--- config.mk ---
export PLATFORM = sky130hd
export DESIGN_NAME = strobe_dio_port
export DESIGN_NICKNAME = d
export VERILOG_FILES = /design/src/rtl/dio_pkg.sv /design/src/rtl/dio_sync.sv /design/src/rtl/dio_in_group.sv /design/src/rtl/dio_out_regs.sv /design/src/rtl/strobe_dio_port.sv
export SDC_FILE = /design/constraint.sdc
export NUM_CORES = 1
export LEC_CHECK = 0
export BUFFER_PORTS_ARGS = -buffer_cell sky130_fd_sc_hd__buf_4
export CAP_MARGIN = 0
export CORE_MARGIN = 5
export CORE_UTILIZATION = 35
export CTS_CLUSTER_DIAMETER = 30
export DETAILED_ROUTE_END_ITERATION = 8
export GPL_ROUTABILITY_DRIVEN = 0
export GPL_TIMING_DRIVEN = 0
export PLACE_DENSITY = 0.6
export SLEW_MARGIN = 10
export SYNTH_ARGS = -nofsm -noshare
export SYNTH_HDL_FRONTEND = slang
export SYNTH_SLANG_ARGS = --single-unit
--- constraint.sdc ---
create_clock -name clk -period 1.6 [get_ports clk]
set_input_delay 0 -clock clk [delete_from_list [all_inputs] [get_ports clk]]
set_output_delay 0 -clock clk [all_outputs]
set_load 0.01 [all_outputs]
--- src/rtl/dio_pkg.sv ---
// Package dio_pkg
// Shared widths and the host byte type for the strobe-latched digital port.
// Assumes an 8-bit host data path.
package dio_pkg;
    localparam int HOST_W = 8;
    typedef logic [HOST_W-1:0] host_byte_t;
endpackage

--- src/rtl/dio_sync.sv ---
// Module dio_sync
// Multi-stage synchroniser for a vector of asynchronous pins. The reset value
// is a parameter, so a strobe can be preset high (transparent).
// Assumes each bit is independent; no bus coherency is provided.
module dio_sync #(
    parameter int           W       = 1,
    parameter int           STAGES  = 2,
    parameter logic [W-1:0] RST_VAL = '0
) (
    input  logic         clk,
    input  logic         rst_n,
    input  logic [W-1:0] d,
    output logic [W-1:0] q
);
    logic [W-1:0] stg [STAGES];

    // Shift the pin values through the synchroniser chain
    always_ff @(posedge clk) begin
        if (!rst_n) begin
            for (int i = 0; i < STAGES; i++) stg[i] <= RST_VAL;
        end else begin
            stg[0] <= d;
            for (int i = 1; i < STAGES; i++) stg[i] <= stg[i-1];
        end
    end

    assign q = stg[STAGES-1];
endmodule

--- src/rtl/dio_in_group.sv ---
// Module dio_in_group
// One input half: synchronises its pins and its strobe, detects the strobe
// falling edge, keeps a snapshot, and presents either live or frozen data.
// Assumes pins are stable around the strobe edge for the synchroniser depth.
module dio_in_group #(
    parameter int GROUP_W = 16,
    parameter int STAGES  = 2
) (
    input  logic               clk,
    input  logic               rst_n,
    input  logic [GROUP_W-1:0] pins,
    input  logic               stb,
    output logic [GROUP_W-1:0] view
);
    logic [GROUP_W-1:0] live;
    logic [GROUP_W-1:0] hold;
    logic               stb_s;
    logic               stb_q;
    logic               fall;

    dio_sync #(.W(GROUP_W), .STAGES(STAGES), .RST_VAL('0)) u_pin_sync (
        .clk(clk), .rst_n(rst_n), .d(pins), .q(live)
    );

    dio_sync #(.W(1), .STAGES(STAGES), .RST_VAL(1'b1)) u_stb_sync (
        .clk(clk), .rst_n(rst_n), .d(stb), .q(stb_s)
    );

    // Remember the previous synchronised strobe level for edge detection
    always_ff @(posedge clk) begin
        if (!rst_n) stb_q <= 1'b1;
        else        stb_q <= stb_s;
    end

    assign fall = stb_q & ~stb_s;

    // Freeze the synchronised pins on the strobe falling edge
    always_ff @(posedge clk) begin
        if (!rst_n)    hold <= '0;
        else if (fall) hold <= live;
    end

    // Transparent while high; in the edge cycle live equals what is captured
    always_comb begin
        view = (stb_s | fall) ? live : hold;
    end

    // the snapshot holds while the strobe stays low
    a_r5_hold_stable: assert property (@(posedge clk) disable iff (!rst_n)
        (!stb_s && !stb_q) |=> (!stb_s ? $stable(hold) : 1'b1));

    // a falling edge loads the synchronised pins present in that cycle
    a_r5_capture: assert property (@(posedge clk) disable iff (!rst_n)
        fall |=> (hold == $past(live)));

    // a capture needs the strobe to have been high first
    a_r7_no_spurious_fall: assert property (@(posedge clk) disable iff (!rst_n)
        fall |-> $past(stb_s));
endmodule

--- src/rtl/dio_out_regs.sv ---
// Module dio_out_regs
// Byte-writable output register bank. Each byte loads only on a write to its
// own offset and otherwise keeps its value.
// Assumes wr_en is already qualified by the host select.
module dio_out_regs
    import dio_pkg::*;
#(
    parameter int N_BYTES = 4,
    parameter int ADDR_W  = 2
) (
    input  logic                    clk,
    input  logic                    rst_n,
    input  logic                    wr_en,
    input  logic [ADDR_W-1:0]       addr,
    input  host_byte_t              wdata,
    output logic [N_BYTES*HOST_W-1:0] dout
);
    for (genvar b = 0; b < N_BYTES; b++) begin : g_byte
        // Load this byte on a write addressed to it
        always_ff @(posedge clk) begin
            if (!rst_n)
                dout[b*HOST_W +: HOST_W] <= '0;
            else if (wr_en && (addr == ADDR_W'(b)))
                dout[b*HOST_W +: HOST_W] <= wdata;
        end

        // an addressed write lands in its byte
        a_r1_write_lands: assert property (@(posedge clk) disable iff (!rst_n)
            (wr_en && (addr == ADDR_W'(b))) |=> (dout[b*HOST_W +: HOST_W] == $past(wdata)));

        // other offsets leave this byte untouched
        a_r8_byte_isolated: assert property (@(posedge clk) disable iff (!rst_n)
            (wr_en && (addr != ADDR_W'(b))) |=> $stable(dout[b*HOST_W +: HOST_W]));
    end

    // without a write nothing in the bank moves
    a_r10_no_write_hold: assert property (@(posedge clk) disable iff (!rst_n)
        !wr_en |=> $stable(dout));
endmodule

--- src/rtl/strobe_dio_port.sv ---
// Module strobe_dio_port
// Byte-addressed 32-bit output and strobe-latched 32-bit input port on an
// 8-bit synchronous host bus. Inputs are split into halves, each with its own
// strobe that switches between live reads and a falling-edge snapshot.
// Assumes bus controls are synchronous to clk; pins and strobes are not.
module strobe_dio_port
    import dio_pkg::*;
#(
    parameter int N_GROUPS = 2,
    parameter int GROUP_W  = 16,
    parameter int STAGES   = 2,
    localparam int PORT_W  = N_GROUPS * GROUP_W,
    localparam int N_BYTES = PORT_W / HOST_W,
    localparam int ADDR_W  = $clog2(N_BYTES)
) (
    input  logic                clk,
    input  logic                rst_n,
    input  logic                bus_sel,
    input  logic                bus_wr,
    input  logic                bus_rd,
    input  logic [ADDR_W-1:0]   bus_addr,
    input  logic [HOST_W-1:0]   bus_wdata,
    output logic [HOST_W-1:0]   bus_rdata,
    input  logic [PORT_W-1:0]   din,
    input  logic [N_GROUPS-1:0] strobe,
    output logic [PORT_W-1:0]   dout
);
    logic [PORT_W-1:0] in_view;
    logic              wr_en;
    logic              rd_en;

    assign wr_en = bus_sel & bus_wr;
    assign rd_en = bus_sel & bus_rd;

    for (genvar g = 0; g < N_GROUPS; g++) begin : g_grp
        dio_in_group #(.GROUP_W(GROUP_W), .STAGES(STAGES)) u_grp (
            .clk  (clk),
            .rst_n(rst_n),
            .pins (din[g*GROUP_W +: GROUP_W]),
            .stb  (strobe[g]),
            .view (in_view[g*GROUP_W +: GROUP_W])
        );
    end

    dio_out_regs #(.N_BYTES(N_BYTES), .ADDR_W(ADDR_W)) u_out (
        .clk  (clk),
        .rst_n(rst_n),
        .wr_en(wr_en),
        .addr (bus_addr),
        .wdata(bus_wdata),
        .dout (dout)
    );

    // Register the addressed input byte on a qualified read
    always_ff @(posedge clk) begin
        if (!rst_n)     bus_rdata <= '0;
        else if (rd_en) bus_rdata <= in_view[bus_addr*HOST_W +: HOST_W];
    end

    // read data only moves on a qualified read
    a_r9_rdata_hold: assert property (@(posedge clk) disable iff (!rst_n)
        !rd_en |=> $stable(bus_rdata));

    // a read or write without select changes no output
    a_r10_unselected: assert property (@(posedge clk) disable iff (!rst_n)
        !bus_sel |=> ($stable(bus_rdata) && $stable(dout)));

    // the first cycle out of reset shows cleared outputs
    a_r7_reset_clear: assert property (@(posedge clk)
        $past(!rst_n) |-> (dout == '0 && bus_rdata == '0));
endmodule

==> key figures <==
Run status
  – Status: complete, no violations

Worst setup path
  – Ordered list of cells on the worst path: nor2_4 -> mux2_4 -> a222oi_1 -> a31oi_1
  – CP delay by family, top: compound AO/OA/AOI/OAI gates
  – Startpoint types: flip-flop
  – Buf/Inv on CP: 0
  – Worst EP required: 1.88 ns
  – R2r setup slk: 0.06 ns
  – Slowest cell delay on critical path: 0.35 ns
  – R2R Path Start: g_grp[1].u_grp.u_stb_sync.stg[0][1]$_SDFF_PN1_
  – Critical path peak fanout: 7
  – Worst setup EP type: flip-flop
  – Worst path slowest cell: dfxtp_1
  – R2r endpoint: bus_rdata[5]$_SDFFE_PN0P_
  – Worst Path Arrival: 1.82 ns
  – Worst Reg-to-Reg Cells: 4
  – Setup CP Type: reg2reg

Die
  – Total core area: 0.0144 mm²
  – Starting density of the core: 35.5%
  – Core Rows: 44
  – Die span in y: 131 µm
  – IO Count: 89
  – Die ar.: 0.0171 mm²
  – Die X: 131 µm

Clocking
  – CTS sink count: 142
  – H-tree depth: 4
  – Clock transition at path regs: 0.06 ns
  – Total CTS buffers: 17
  – CTS tree: yes
  – Clock Path Buffers: 2
  – CTS Root Cell: clkbuf_16
  – Later-pin clock latency in the skew report: 0.42 ns

Place
  – Post-DP HPWL: 9180 µm
  – Placed Area: 0.00600 mm²
  – Port Buf Inserts: 87

Synthesis
  – Post-synth top cells: dfxtp_1, nand2_1, and2_1
  – Top cells by area, synth: dfxtp_1, nand2_1, and2_1
  – Post-Synthesis Cells: 528
  – Yosys reg bits: 142
  – Multiplexer area fraction after synthesis: 6.50%
  – Main synth FF type: dfxtp_1
  – Post-Synth Simple-Gate Area: 21.3%
  – Yosys warns: 0
  – Share of the synthesized area in the top cell type: 55.5%
  – Asr flop ratio synth: 0%
  – Sequential area share after synthesis: 55.5%
  – Count leader, synth: dfxtp_1
  – Compound-Gate Fraction of Synth Area: 13.6%
  – Post-Syn Area per Cell: 9.69 µm²
  – Yosys top cell by area: dfxtp_1
  – Post-synth cell types: 30
  – Largest family of logic cells by synthesized area: simple AND/OR/NAND/NOR gates
  – XOR/XNOR share of the synthesized area: 0%
  – Post-synth EDFFs: 0
  – Adder-cell area share of the yosys netlist: 0%
  – Mapped Area: 0.00512 mm²
  – Syn nets: 577

GRT
  – Initial antenna violation count: 0
  – Gr usage total: 15.3%
  – Largest net degree at the start of global routing: 17
  – First-pass GRT wire length: 19,800 µm
  – Met1 Track Usage GR: 19.2%
  – Met3 GRT Util: 3.66%
  – Vias in the first global route: 4,017
  – Busiest grt layer: met2
  – Met2 Use GR: 25.1%
  – Gr ovfl total: 0

Detailed routing
  – Routed Antenna Nets: 0
  – Vias: 4,043
  – Avg WL per Cell: 14.3 µm
  – Via density: 4.57
  – Total wire length: 12,700 µm
  – First drt pass iteration count: 4
  – Residual DRC: 0
  – Number of DRC markers in iteration 0: 213

STA
  – Worst-Margin Slew: 0.481 ns
  – Period utilisation layout: 96.1%
  – Final Hold Fails: 0
  – Fmax: 650 MHz
  – Setup TNS Final: 0 ns
  – Max-slew headroom: 67.9%
  – Worst Skew: 0.00735 ns
  – Setup-failing EPs final: 0
  – Post-layout min period: 1.54 ns
  – Fin. max-slew vios: 0

Power and ir drop
  – Peak supply drop: 0.000711 V
  – Combinational share of power: 7.1%
  – Internal: 6260 µW
  – Pleak: 0.00278 µW
  – PwrDens: 1130 mW/mm²
  – Net Sw Frac: 22.3%
  – Power share of the clock group: 46.8%
  – Sw power: 1790 µW
  – Sequential Power Share: 46.1%

Worst hold path
  – Worst hold path stage count: 3
  – Hold EP: bus_rdata[6]$_SDFFE_PN0P_
  – Min-Delay Path Class: in2reg
  – Worst hold start: rst_n

Final layout
  – NumNets Final: 736
  – Share of cells above drive strength 1: 23.4%
  – Syn-to-layout area delta: 38.9%
  – Ant. Diodes: 0
  – Final instance area: 0.00711 mm²

Run
  – Max-Cap Viols: 0
==> kinds of logic after synthesis <==
logic type | Yosys count
mux | 30
flops | 142
compound gates | 98
simple gates | 228
buf+inv | 30
==> power groups by stage <==
stage	clock network, µW	registers [µW]	logic [µW]
6_report	3770	3710	572
5_1_grt	4030	3730	628
4_1_cts	3860	3710	572
3_5_place_dp	0	3790	477
3_3_place_gp	0	3790	466
2_1_floorplan	0	3780	235
==> cell type report <==
cell class	count	area, µm²
fillers	1350	7310
flip-flops and latches	142	2840
multi-input cells	356	2130
repair buffers	140	1170
clock buffers	18	429
well taps	184	230
plain buffers	30	158
clock inverters	14	144
==> worst max path at each step <==
stage                            endpoint  depth (start not counted)  slack [ns]                                            from
2_1_floorplan   bus_rdata[5]$_SDFFE_PN0P_                          4        0.22                 g_grp[1].u_grp.stb_q$_SDFF_PN1_
3_3_place_gp    bus_rdata[4]$_SDFFE_PN0P_                          5       0.008  g_grp[0].u_grp.u_stb_sync.stg[0][1]$_SDFF_PN1_
4_1_cts        u_out.dout[2]$_SDFFE_PN0P_                          6        0.02                                     bus_addr[1]
5_1_grt         bus_rdata[6]$_SDFFE_PN0P_                          4       -0.02  g_grp[1].u_grp.u_stb_sync.stg[0][1]$_SDFF_PN1_
6_report        bus_rdata[5]$_SDFFE_PN0P_                          4        0.06  g_grp[1].u_grp.u_stb_sync.stg[0][1]$_SDFF_PN1_
3_5_place_dp    bus_rdata[4]$_SDFFE_PN0P_                          5        0.01  g_grp[0].u_grp.u_stb_sync.stg[0][1]$_SDFF_PN1_
==> tightest hold or removal path, stage by stage <==
cell and delay (ns):
clkbuf_1 0.21, o21ai_0 0.14, a31oi_1 0.05
==> per-stage QoR <==
stage	util [%]	hold slack, ns	setup slack, ns	power [µW]	cells
after global placement	41.6	0.186	0.00755	4250	799
after CTS	49.1	0.00725	0.0176	8150	882
final	49.3	0.0199	0.0617	8060	884
after global routing	49.3	0.0371	-0.0165	8380	884
after detailed placement	41.6	0.189	0.0103	4270	799
after floorplan	-	0.101	0.219	4020	528
==> cell usage in the layout (no fill, tap or decap), types with 8 or more instances in the layout <==
| master | count |
|---|---|
| dfxtp_1 | 142 |
| nand2_1 | 139 |
| buf_4 | 95 |
| and2_1 | 66 |
| a21boi_0 | 49 |
| dlygate4sd3_1 | 49 |
| mux2_2 | 18 |
| clkbuf_16 | 17 |
| clkbuf_1 | 15 |
| a21boi_1 | 15 |
| o21ai_0 | 10 |
| mux2i_1 | 10 |
| nand2b_1 | 8 |
| a31oi_1 | 8 |
==> sequential cells by signal, summed over array words and instances (netlist names) <==
name and cells:
u_out.dout 32, g_grp.u_grp.u_stb_sync.stg 4, g_grp.u_grp.hold 32, bus_rdata 8, g_grp.u_grp.u_pin_sync.stg 64, g_grp.u_grp.stb_q 2
==> per-layer routing <==
metal,up-vias,part of all wire [%]
li1,2052,-
met1,1859,45
met2,112,47
met3,20,6.6
met4,0,2.1
met5,-,0
==> repair_timing <==
action | in CTS | in global routing
pin swaps | 1 | 3
gates cloned | 0 | 0
resized for setup | 0 | 3
buffers inserted | 2 | 2
setup endpoints to repair | 1 | 4
hold endpoints to repair | 85 | 0
hold buffers | 49 | 0
Note: power is estimated with default switching activity, not from simulation.
